$ cat config.mk
export PLATFORM = sky130hd
export DESIGN_NAME = strobe_watchdog
export DESIGN_NICKNAME = d
export VERILOG_FILES = /design/src/rtl/wdg_pkg.sv /design/src/rtl/wdg_strobe_sync.sv /design/src/rtl/wdg_gate.sv /design/src/rtl/wdg_timer.sv /design/src/rtl/wdg_pulse.sv /design/src/rtl/strobe_watchdog.sv
export SDC_FILE = /design/constraint.sdc
export NUM_CORES = 1
export LEC_CHECK = 0
export BUFFER_PORTS_ARGS = -buffer_cell sky130_fd_sc_hd__buf_2
export CAP_MARGIN = 20
export CORE_UTILIZATION = 49
export CTS_CLUSTER_SIZE = 10
export DETAILED_ROUTE_END_ITERATION = 10
export GPL_TIMING_DRIVEN = 1
export PLACE_DENSITY = 0.72
export SYNTH_ARGS = -nofsm -noshare
export SYNTH_HDL_FRONTEND = slang
export SYNTH_SLANG_ARGS = --single-unit
$ cat constraint.sdc
create_clock -name clk -period 1.41 [get_ports clk]
set_input_delay 0.0705 -clock clk [delete_from_list [all_inputs] [get_ports clk]]
set_output_delay 0.0705 -clock clk [all_outputs]
set_load 0.02 [all_outputs]
$ cat src/rtl/wdg_pkg.sv
package wdg_pkg;

  // Width of a counter that must hold values 0..n
  function automatic int unsigned cnt_width(input int unsigned n);
    return (n < 2) ? 1 : $clog2(n + 1);
  endfunction

  // Decision of the gating logic for one cycle
  typedef struct packed {
    logic enabled;   // no disable condition present
    logic run;       // count may advance this cycle
  } wdg_gate_t;

endpackage

$ cat src/rtl/wdg_strobe_sync.sv
module wdg_strobe_sync #(
  parameter int unsigned STAGES = 2
) (
  input  logic clk,
  input  logic rst,
  input  logic strobe_n,
  output logic fall
);

  logic [STAGES-1:0] chain_q;
  logic              last_q;

  // Synchronizer chain, idle level high
  generate
    for (genvar g = 0; g < STAGES; g++) begin : g_stage
      if (g == 0) begin : g_first
        always_ff @(posedge clk) begin
          if (rst) chain_q[0] <= 1'b1;
          else     chain_q[0] <= strobe_n;
        end
      end else begin : g_next
        always_ff @(posedge clk) begin
          if (rst) chain_q[g] <= 1'b1;
          else     chain_q[g] <= chain_q[g-1];
        end
      end
    end
  endgenerate

  always_ff @(posedge clk) begin
    if (rst) last_q <= 1'b1;
    else     last_q <= chain_q[STAGES-1];
  end

  assign fall = last_q & ~chain_q[STAGES-1];

endmodule

$ cat src/rtl/wdg_gate.sv
module wdg_gate
  import wdg_pkg::*;
(
  input  logic      reset_active,
  input  logic      mode_cmos,
  input  logic      early_low,
  input  logic      supply_low,
  input  logic      strobe_float,
  input  logic      pulse_busy,
  output wdg_gate_t gate
);

  logic sense_block;

  always_comb begin
    // early-warning sense matters only in the low-power mode
    sense_block  = mode_cmos & early_low;
    gate.enabled = ~(supply_low | strobe_float | sense_block);
    gate.run     = gate.enabled & ~reset_active & ~pulse_busy;
  end

endmodule

$ cat src/rtl/wdg_timer.sv
module wdg_timer #(
  parameter int unsigned TIMEOUT_TICKS = 400,
  localparam int unsigned CW = wdg_pkg::cnt_width(TIMEOUT_TICKS)
) (
  input  logic          clk,
  input  logic          rst,
  input  logic          run,
  input  logic          restart,
  input  logic          tick,
  output logic          expire,
  output logic [CW-1:0] count_q
);

  localparam logic [CW-1:0] LAST = CW'(TIMEOUT_TICKS - 1);

  logic at_last;

  assign at_last = (count_q == LAST);
  assign expire  = run & ~restart & tick & at_last;

  always_ff @(posedge clk) begin
    if (rst || !run) begin
      count_q <= '0;
    end else if (restart) begin
      count_q <= '0;
    end else if (tick) begin
      count_q <= at_last ? '0 : count_q + 1'b1;
    end
  end

endmodule

$ cat src/rtl/wdg_pulse.sv
module wdg_pulse #(
  parameter int unsigned PULSE_TICKS = 25,
  localparam int unsigned PW = wdg_pkg::cnt_width(PULSE_TICKS)
) (
  input  logic          clk,
  input  logic          rst,
  input  logic          fire,
  input  logic          tick,
  output logic          active_q,
  output logic [PW-1:0] count_q
);

  localparam logic [PW-1:0] LAST = PW'(PULSE_TICKS - 1);

  always_ff @(posedge clk) begin
    if (rst) begin
      active_q <= 1'b0;
      count_q  <= '0;
    end else if (!active_q) begin
      active_q <= fire;
      count_q  <= '0;
    end else if (tick) begin
      if (count_q == LAST) begin
        active_q <= 1'b0;
        count_q  <= '0;
      end else begin
        count_q  <= count_q + 1'b1;
      end
    end
  end

endmodule

$ cat src/rtl/strobe_watchdog.sv
module strobe_watchdog
  import wdg_pkg::*;
#(
  parameter int unsigned TIMEOUT_TICKS = 400,
  parameter int unsigned PULSE_TICKS   = 25,
  parameter int unsigned SYNC_STAGES   = 2
) (
  input  logic clk,
  input  logic rst,
  input  logic tick_ms,
  input  logic strobe_n,
  input  logic reset_active,
  input  logic mode_cmos,
  input  logic early_low,
  input  logic supply_low,
  input  logic strobe_float,
  output logic wd_rst_req
);

  localparam int unsigned CW = cnt_width(TIMEOUT_TICKS);
  localparam int unsigned PW = cnt_width(PULSE_TICKS);

  logic          strobe_fall;
  logic          expire;
  logic          pulse_active;
  logic [CW-1:0] timer_count;
  logic [PW-1:0] pulse_count;
  wdg_gate_t     gate;

  wdg_strobe_sync #(.STAGES(SYNC_STAGES)) u_sync (
    .clk      (clk),
    .rst      (rst),
    .strobe_n (strobe_n),
    .fall     (strobe_fall)
  );

  wdg_gate u_gate (
    .reset_active (reset_active),
    .mode_cmos    (mode_cmos),
    .early_low    (early_low),
    .supply_low   (supply_low),
    .strobe_float (strobe_float),
    .pulse_busy   (pulse_active),
    .gate         (gate)
  );

  wdg_timer #(.TIMEOUT_TICKS(TIMEOUT_TICKS)) u_timer (
    .clk     (clk),
    .rst     (rst),
    .run     (gate.run),
    .restart (strobe_fall),
    .tick    (tick_ms),
    .expire  (expire),
    .count_q (timer_count)
  );

  wdg_pulse #(.PULSE_TICKS(PULSE_TICKS)) u_pulse (
    .clk      (clk),
    .rst      (rst),
    .fire     (expire),
    .tick     (tick_ms),
    .active_q (pulse_active),
    .count_q  (pulse_count)
  );

  assign wd_rst_req = pulse_active;

endmodule

# --- After elaboration in Yosys (flattened, before gate mapping) ---
# Cells that the tools add are included.
# Widths: inputs -> output; s select.
totals:
  regBits: 18
  wordCells: 33
  output_inout_bits: 1
op_classes:
  n_eq_ne: 2
  reduce_logical: 4
  n_bitwise: 14
  n_mux: 5
  addsub: 2
op_table:
  columns: ["cell", "count"]
  rows:
  - ["$add 9x1->9 const B", 1]
  - ["$eq 9x9->1 const B", 1]
  - ["$mux 9", 1]
  - ["$and 1x1->1", 7]
  - ["$add 5x1->5 const B", 1]
  - ["$eq 5x5->1 const B", 1]
  - ["$mux 5", 1]
  - ["$not 1->1", 5]
  - ["$reduce_or 2->1", 2]
  - ["$mux 1", 3]
  - ["$or 1x1->1", 2]
  - ["$logic_not 1->1", 1]
  - ["$logic_or 1x1->1", 1]

# --- Depth between registers and ports, before layout ---
# Gate-level depths: netlist of run 1.
depth:
  ltp_word: 9
  depth_mapped: 5
  depth_no_buf: 5

# --- Modules after synthesis ---
# A second synthesis of run 1 with hierarchy kept.
unflattened:
  cells_unflattened: 87
  area_unflattened_um2: 847.1
modules_own_cells:
  columns: ["mod", "cells_each", "instances", "seq_area_each_um2", "area_per_inst_um2"]
  rows:
  - ["wdg_timer", 47, 1, 180.2, 436.7]
  - ["wdg_pulse", 31, 1, 120.1, 300.3]
  - ["wdg_strobe_sync", 7, 1, 60.1, 85.1]
  - ["wdg_gate", 2, 1, 0.0, 25.0]

# --- Least setup slack after synthesis of run 1 ---
# No wires, ideal clock.
synth_path:
  path_kind: "reg2reg"
  from: "reg u_timer.count_q[0]"
  to: "reg u_timer.count_q[8]"
  stages_incl_launch_ff: 5
  setup_slack_ps: 89
  t_arrival_ps: 1240
  synth_period_minus_slack_ps: 1321
  setup_ps: 82
  cell_sequence: "dfxtp_1 ha_1 nand4_1 or3_1 a211oi_2"
synth_between:
  elab_chain_len: 2
  word_cells_on_any_way: 3
  classes_between: "add/sub: 1; eq/ne: 1; mux: 1"
synth_rtl:
  columns: ["element", "line", "rtl"]
  rows:
  - ["from (decl)", "wdg_timer.sv:11", "output logic [CW-1:0] count_q"]
  - ["from (signal assigned)", "wdg_timer.sv:27", "count_q <= at_last ? '0 : count_q + 1'b1;"]
  - ["$add 9x1->9 / $eq 9x9->1 (equally long branches)", "wdg_timer.sv:27, wdg_timer.sv:18", null]
  - ["$mux 9 *", "wdg_timer.sv:27", null]
# Mark *: on every way between the ends. The rest lies on a longest branch, timed or not.
# A chain may end at the register's enable or synchronous reset.

# --- Worst setup path after layout of run 1 ---
layout_path:
  from: "reg u_timer.count_q[1]"
  to: "reg u_timer.count_q[8]"
# The elaborated chain is that of the path after synthesis.

==> results.yml, run 1 <==
sta:
  period_needed_ns: 1.34
  fmax_mhz: 747
  finalSetupTns_ns: 0
  relSlewSlack_pct: 76.2
  fin_worst_skew_ns: 0.00136
  setup_viol: 0
  final_max_slew_viol_count: 0
  tightest_slew_ns: 0.352
  finalCritPeriodShare_pct: 94.9
  hold_violations: 0
  rsz0062_at_grt: "false"
routing:
  drc: 0
  avgRoutedWirePerCell_um: 10.9
  vias: 659
  antenna_left: 0
  wirelength_um: 1300
  drt_pass1_iterations: 4
  viasPerCell: 5.54
  initialDrtViolationCount: 13
power:
  p_int_uw: 631
  p_sw_uw: 165
  pwr-share-seq_pct: 64.4
  pwr-share-comb_pct: 4.7
  powerDensity_nw_per_um2: 851
  vdd_drop_max_uv: 553
  p_leak_uw: 0.000325
  pwr-share-clk_pct: 30.9
  swShare_pct: 20.7
place:
  hpwl_um: 975
  io_buffers: 9
  place_congestion: 0.851
clock_tree:
  clk_pin_slew_worst_paths_ns: 0.09
  cts.htree.levels: 1
  post_cts_buffers: 0
  clk_latency_ns: 0.29
  cts_made_buffers: 3
  cts.sink_count: 18
  clk_path_buf_depth: 2
  ctsRootBufferMaster: "clkbuf_4"
  cts_tree: "yes"
synthesis:
  synthTopCellsByArea: "dfxtp_1, xor2_1, nand4_1"
  synth_top_area_cell: "dfxtp_1"
  netlist_top_cells_count: "dfxtp_1, nand4_1, nand3_1, xor2_1"
  synth_edf_count: 0
  synth_cell_types: 24
  ys_seq_area_share_pct: 44.7
  synthCells: 87
  yosys.area.top_type_share_pct: 44.7
  synth.ff_latch_count: 18
  ys_warn_count: 0
  synth-main-ff-cell: "dfxtp_1"
  syn-num-nets: 99
  syn_area_um2: 807
  yosysMostFrequentCell: "dfxtp_1"
  synth-async-reset-ratio_pct: 0
  avgSynthCellArea_um2: 9.28
critical_path:
  critPathLaunchType: "register"
  critPathRequiredTime_ns: 1.63
  crit_fanout: 5
  worstSetupEndpointType: "register"
  crit_arrival_ns: 1.56
  path_class: "register to register"
  reg2reg_slack_ns: 0.07
final_layout:
  layout.nets: 117
  fin_util_pct: 61.4
  drive_gt1_share_pct: 24.3
  area.growth.synth_to_final_pct: 16.0
  n_antenna_cell: 0
  fillCellCount: 133
global_route:
  met2_usage_pct: 25.2
  top_usage_layer: "met2"
  grt_pass1_vias: 605
  grt.met1_usage_pct: 22.1
  met3_usage_pct: 2.59
  grt_usage_pct: 16.9
  grt_max_degree: 11
  grt_pass1_wl_um: 2330
  overflow: 0
  antenna_found_initial: 0
worst_hold_path:
  hold_path.class: "input port to register"
die:
  dieArea_um2: 1810
  pin_count: 10
  die_y_um: 42.6
  core_um2: 1520
  fp-row-count: 14
  start_util_pct: 53.0
  die_x_um: 42.6
outcome:
  status: "complete, no violations"
run:
  maxCapViolations: 0
[path summary, 6_finish.rpt]
check	start	endpoint	depth (start not counted)
max	u_timer.count_q[1]	u_timer.count_q[8]	4
min	rst	u_sync.last_q	2
max reg2reg	u_timer.count_q[1]	u_timer.count_q[8]	4
min reg2reg	u_sync.chain_q[0]	u_sync.chain_q[1]	1
[worst max-delay path: stages, from the launching register on]
cell	delay [ns]
dfxtp_2	0.36
ha_2	0.21
nand4_1	0.12
or3_1	0.38
a211oi_2	0.21
[power groups by stage]
stage	Clock [uW]	Combinational, uW	Sequential (uW)
final	246	37.3	513
after global routing	266	41.8	514
after CTS	252	37.2	513
after detailed placement	0	34.7	525
after global placement	0	34.2	525
after floorplan	0	16.1	525
[placed cells by master, fill, tap and decap left out]
cell type	Yosys	final
a211oi_1	2	2
a211oi_2	3	3
a21oi_1	2	2
and3_1	1	1
and4_1	1	1
buf_2	2	9
buf_4	0	5
clkbuf_4	0	3
dfxtp_1	18	17
dfxtp_2	0	1
dlygate4sd3_1	0	1
ha_1	3	2
ha_2	0	1
inv_1	3	3
mux2i_1	1	1
nand2_1	5	5
nand2b_1	2	2
nand3_1	6	6
nand4_1	7	7
nand4b_1	1	1
nor2_1	4	4
nor3_1	5	5
nor4b_1	1	1
o21ai_0	5	5
o21bai_1	1	1
or2_2	3	3
or3_1	4	4
xnor2_1	1	1
xor2_1	6	6
[logic make-up (layout without fill, tap and decap cells)]
kind of cell / Yosys count / after routing / share of synthesized area [%]
XOR/XNOR: 7 / 7 / 7.60
adder cells (fa/ha/maj): 3 / 3 / 4.65
flip-flops: 18 / 18 / 44.7
buffers and inverters: 5 / 21 / 2.64
multiplexers: 1 / 1 / 1.24
AO/OA/AOI/OAI: 13 / 13 / 11.8
AND/OR/NAND/NOR: 40 / 40 / 27.4
[metal layers]
layer  up-vias  wire length (um)
met1       303               658
met4         0                25
met3         2                24
met5         -                 0
li1        349                 -
met2         5               591
[sequential cells by signal, summed over array words and instances, names as in the netlist]
signal,count
u_timer.count_q,9
u_pulse.count_q,5
u_sync.chain_q,2
u_pulse.active_q,1
u_sync.last_q,1
[per-stage QoR]
stage	total power, uW	area [um2]	hold WS (ns)	setup slack, ns	std cells
floorplan	541	807	0.174	0.0888	87
global placement	559	900	0.257	0.0688	115
detailed placement	559	900	0.259	0.0137	115
CTS	803	932	0.00994	0.00380	119
global route	822	936	0.0356	0.00831	119
finish	796	936	0.0162	0.0717	119
[repair_timing]
item	in CTS	in global routing
resized for setup	0	2
hold buffers	1	0
endpoints found under the hold margin	1	0
setup endpoints to repair	0	6
[cell type report]
type / count / area (um2) / share of cell area, %
Tap cell: 16 / 20.0 / 2.14
Inverter: 3 / 11.3 / 1.20
Clock buffer: 3 / 22.5 / 2.41
Timing Repair Buffer: 15 / 92.6 / 9.89
Multi-Input combinational cell: 64 / 428 / 45.7
Sequential cell: 18 / 362 / 38.6
No activity file was read; power rests on OpenSTA's default activity.
==> run 2: changes to the inputs <==
PLACE_DENSITY = 0.82   (was 0.72)
==> run 2 against run 1 <==
Sequential power about the same. Routed wire length is 25% higher. Register-to-register slack about the same. Count of clock-buffer cells in the layout increased by 1. Sequential share of layout area fell by 1.4 points. Clock skew about the same. Worst hold slack better by 0.17 ns. Global-route usage rose by 2.3 points.
==> results.yml, run 2 (synthesis results as in run 1) <==
routing:
  wl_met2_um: 827
  drt-met1-wl_um: 735
  drt_pass1_iterations: 4
  vias: 690
  drc: 0
  avgRoutedWirePerCell_um: 13.5
  antenna_left: 0
  wl_met3_um: 46
  top_layer_used: "met4"
  viasPerCell: 5.75
  initialDrtViolationCount: 9
  wirelength_um: 1620
sta:
  fmax_mhz: 747
  relSlewSlack_pct: 83.3
  hold_violations: 0
  fin_worst_skew_ns: 0.00144
  tightest_slew_ns: 0.250
  rsz0062_at_grt: "false"
  layout_setup_ws_ns: 0.0713
  period_needed_ns: 1.34
  setup_viol: 0
  final_max_slew_viol_count: 0
  finalSetupTns_ns: 0
  finalCritPeriodShare_pct: 94.9
final_layout:
  fillCellCount: 130
  n_antenna_cell: 0
  drive_gt1_share_pct: 27.9
  final_common_cell: "dfxtp_1"
  largest_reg_flops: 9
  area.growth.synth_to_final_pct: 21.6
  reg.largest.list: "u_timer.count_q x9, u_pulse.count_q x5, u_sync.chain_q x2"
  layout.nets: 117
  layout_common_cells: "dfxtp_1, buf_2, nand4_1"
  top_register: "u_timer.count_q"
global_route:
  grt_max_degree: 14
  grt_pass1_wl_um: 2660
  grt_usage_pct: 19.2
  antenna_found_initial: 0
  grt_pass1_vias: 681
  overflow: 0
critical_path:
  path_class: "register to register"
  critPathLaunchType: "register"
  critPathRequiredTime_ns: 1.63
  crit_fanout: 8
  crit_arrival_ns: 1.56
  worstSetupEndpointType: "register"
power:
  vdd_drop_max_uv: 525
  p_leak_uw: 0.000336
  powerDensity_nw_per_um2: 889
die:
  start_util_pct: 53.0
  die_x_um: 42.6
  die_y_um: 42.6
  pin_count: 10
  fp-row-count: 14
  dieArea_um2: 1810
  core_um2: 1520
clock_tree:
  clk_latency_ns: 0.29
  cts.htree.levels: 1
  clk_path_buf_depth: 2
  cts.sink_count: 18
  ctsRootBufferMaster: "clkbuf_4"
  clk_pin_slew_worst_paths_ns: 0.11
  cts_made_buffers: 3
  cts_tree: "yes"
worst_hold_path:
  hold_path.class: "input port to register"
place:
  hpwl_um: 1120
  io_buffers: 9
  pre_cts_ws_ns: 0.0166
  place_congestion: 0.826
outcome:
  status: "complete, no violations"
run:
  maxCapViolations: 0
## run 2: cell types whose count changed in the layout (fill, tap and decap cells not counted), sizes merged
cell         change
buf              -1
dlygate4sd3      +1
clkbuf           +1
## run 2: through the flow
stage | power [uW] | utilization (%) | area, um2 | instances | hold slack [ns]
floorplan | 541 | - | 807 | 87 | 0.174
global placement | 559 | 58.5 | 892 | 114 | 0.262
detailed placement | 561 | 58.5 | 892 | 114 | 0.258
CTS | 881 | 62.7 | 956 | 120 | 0.181
global route | 905 | 64.4 | 981 | 120 | 0.187
finish | 872 | 64.4 | 981 | 120 | 0.183
## run 2: metal layers
metal	vias to the layer above	global-route usage, %
li1	349	-
met1	326	20.9
met2	13	35.4
met3	2	5.17
met4	0	6.25
met5	-	0
## run 2: worst paths after layout
path                                         start                  to  slack, ns  cells after the start
worst min register to register   u_sync.chain_q[0]   u_sync.chain_q[1]       0.43                      1
worst max register to register  u_timer.count_q[1]  u_timer.count_q[2]       0.07                      5
worst max-delay path            u_timer.count_q[1]  u_timer.count_q[2]       0.07                      5
worst min-delay path                       tick_ms  u_timer.count_q[6]       0.18                      4
## run 2: report_power, final
part           switching, uW  total [uW]  internal, uW
logic                   19.4        41.4          22.0
clock network            162         319           157
registers               1.18         511           510
## run 2: repair_timing
item / in CTS / in global routing
hold buffers: 2 / 0
setup buffers: 0 / 0
pin swaps: 0 / 1
gates resized for setup: 2 / 6
endpoints found under the setup margin: 2 / 8
hold endpoints to repair: 2 / 0
## run 2: critical path, stage by stage, from the launching register on
cell	delay, ns
dfxtp_4	0.38
ha_4	0.17
and4_1	0.22
and3_1	0.17
buf_4	0.17
nor3_1	0.17
## run 2: final cells by class
cell class              count  area, um2  share of cell area, %
multi-input cells          64        453                   46.2
inverters                   3       11.3                   1.15
well taps                  16       20.0                   2.04
clock buffers               4       36.3                   3.70
flip-flops and latches     18        365                   37.2
repair buffers             15       95.1                   9.69
==> run 3: changes to the inputs <==
ABC_AREA = 1   (was unset)
PLACE_DENSITY = 0.71   (was 0.82)
SETUP_SLACK_MARGIN = 0.2   (was unset)
==> run 3 against run 2 <==
The run now ends with design-rule violations left. Die area is 6.3% higher. Design area is 9.3% higher. Area after synthesis is 6.7% higher. Count of clock-buffer cells in the layout stayed put. Routed wire length is 1.2% lower. Global-route usage is 1.6 points lower. Cell count is 23% higher. Critical endpoint is now u_sync.last_q.
==> results.yml, run 3 <==
outcome:
  status: "complete, but fails checks"
  violations: "design-rule violations"
critical_path:
  slowest_delay_ns: 0.55
  cpMaxStageDelayCell: "dlygate4sd3_1"
  crit_arrival_ns: 1.40
  path_class: "input port to register"
  crit_fanout: 4
  critPathLaunchType: "input port"
  crit_buf_inv: 4
  critPathRequiredTime_ns: 1.62
  cp_common_cell: "dlygate4sd3_1"
  path_delay_family: "buffers and inverters"
  worstSetupEndpointType: "register"
  crit_path_cell_trace: "dlygate4sd3_1, buf_2, inv_2, dlygate4sd3_1, nand2_1"
power:
  p_int_uw: 691
  p_leak_uw: 0.000400
  swShare_pct: 21.6
  vdd_drop_max_uv: 808
  pwr-share-clk_pct: 36.8
  p_sw_uw: 191
  pwr-share-seq_pct: 58.2
  power_uw: 882
  powerDensity_nw_per_um2: 822
  pwr-share-comb_pct: 5.0
clock_tree:
  ctsRootBufferMaster: "clkbuf_4"
  cts.htree.levels: 1
  cts.sink_count: 18
  clk_latency_ns: 0.30
  clk_pin_slew_worst_paths_ns: 0.11
  cts_made_buffers: 3
  clk_path_buf_depth: 2
  cts_tree: "yes"
final_layout:
  largest_reg_flops: 9
  n_antenna_cell: 0
  drive_gt1_share_pct: 31.1
  reg.largest.list: "u_timer.count_q x9, u_pulse.count_q x5, u_sync.chain_q x2"
  layout.nets: 145
  top_register: "u_timer.count_q"
  fin_util_pct: 68.0
  layout_common_cells: "nand2_1, dfxtp_1, nor2_1"
  area.growth.synth_to_final_pct: 24.6
  final_common_cell: "nand2_1"
synthesis:
  synthMuxAreaShare_pct: 0
  yosysMostFrequentCell: "nand2_1"
  avgSynthCellArea_um2: 7.62
  synth.ff_latch_count: 18
  synth-main-ff-cell: "dfxtp_1"
  synth-simple-area-share_pct: 35.0
  syn-num-nets: 125
  synthCells: 113
  synthTopCellsByArea: "dfxtp_1, nand2_1, nand3_1"
  netlist_top_cells_count: "nand2_1, dfxtp_1, inv_1, nor2_1, nand3_1"
  synth_cell_types: 24
  synth-xor-area-share_pct: 5.09
  yosys.area.top_type_share_pct: 41.9
  synthAdderAreaFrac_pct: 4.36
  ys_seq_area_share_pct: 41.9
  synth_edf_count: 0
  synth_compound_area_share_pct: 5.38
  synth-async-reset-ratio_pct: 0
  synth_top_area_cell: "dfxtp_1"
  synth_top_family_by_area: "simple AND/OR/NAND/NOR gates"
  ys_warn_count: 0
  syn_area_um2: 861
die:
  dieArea_um2: 1930
  pin_count: 10
  start_util_pct: 54.6
  die_x_um: 43.9
  fp-row-count: 14
  die_y_um: 43.9
  core_um2: 1580
sta:
  tightest_slew_ns: 0.358
  period_needed_ns: 1.18
  fmax_mhz: 846
  rsz0062_at_grt: "true"
  layout_setup_ws_ns: 0.227
  hold_violations: 0
  finalCritPeriodShare_pct: 83.9
  fin_worst_skew_ns: 0.0119
  final_max_slew_viol_count: 0
  finalSetupTns_ns: 0
  setup_viol: 0
  relSlewSlack_pct: 76.0
  finalHoldWorstSlack_ns: 0.133
global_route:
  grt_usage_pct: 17.5
  grt.met1_usage_pct: 22.2
  top_usage_layer: "met2"
  grt_pass1_wl_um: 2460
  grt_pass1_vias: 614
  met2_usage_pct: 27.2
  antenna_found_initial: 0
  overflow: 0
  grt_max_degree: 12
  met3_usage_pct: 7.50
place:
  hpwl_um: 1040
  io_buffers: 9
  place_congestion: 0.821
  pre_cts_ws_ns: 0.131
routing:
  avgRoutedWirePerCell_um: 10.8
  drt_pass1_iterations: 7
  vias: 754
  drc: 2
  viasPerCell: 5.09
  antenna_left: 0
  initialDrtViolationCount: 7
  wirelength_um: 1600
worst_hold_path:
  hold_path.class: "input port to register"
run:
  maxCapViolations: 0
-- run 3: worst register-to-register path: stages (launching register included) --
cell and delay [ns]:
dfxtp_1 0.38, nor3_1 0.35, nand3_4 0.16, nand2_4 0.12, nor2_1 0.04
-- run 3: power by group through the flow --
stage,Clock (uW),Sequential (uW),Combinational (uW)
finish,325,513,44.4
global route,364,514,49.3
CTS,329,513,40.5
detailed placement,0,525,34.0
global placement,0,525,33.3
floorplan,0,524,21.6
-- run 3: per-layer routing --
layer  part of all wire (%)  up-vias
li1                       -      392
met1                     45      337
met2                     47       19
met3                    5.4        6
met4                    1.9        0
met5                      0        -
-- run 3: cell type report --
| cell class | count | area [um2] |
|---|---|---|
| multi-input combinational | 78 | 485 |
| sequential | 18 | 365 |
| tap | 16 | 20.0 |
| inverter | 16 | 60.1 |
| fill | 130 | 504 |
| timing repair buffer | 16 | 105 |
| clock buffer | 4 | 36.3 |
-- run 3: path summary, 6_finish.rpt --
check	end	depth (start not counted)	start	slack [ns]
max	u_sync.last_q	5	rst	0.23
max reg2reg	u_timer.count_q[4]	4	u_timer.count_q[5]	0.25
min reg2reg	u_sync.chain_q[1]	1	u_sync.chain_q[0]	0.42
min	u_timer.count_q[1]	3	tick_ms	0.13
-- run 3: cells by family (layout without fill, tap and decap cells) --
| family | after synthesis | count (layout) |
|---|---|---|
| AND/OR/NAND/NOR | 62 | 62 |
| flip-flops | 18 | 18 |
| buffers and inverters | 17 | 36 |
| AO/OA/AOI/OAI | 8 | 8 |
| XOR/XNOR | 5 | 5 |
| adder cells (fa/ha/maj) | 3 | 3 |
-- run 3: timing repair --
action                                  CTS  global route
buffers inserted                          1             3
hold endpoints to repair                  3             0
gates resized for setup                   4            15
endpoints found under the setup margin    7            14
pin swaps                                 3             6
hold buffers                              3             0
-- run 3: stage by stage --
step | area (um2) | std cells
floorplan | 861 | 113
global placement | 915 | 137
detailed placement | 915 | 137
CTS | 1000 | 145
global route | 1070 | 148
finish | 1070 | 148
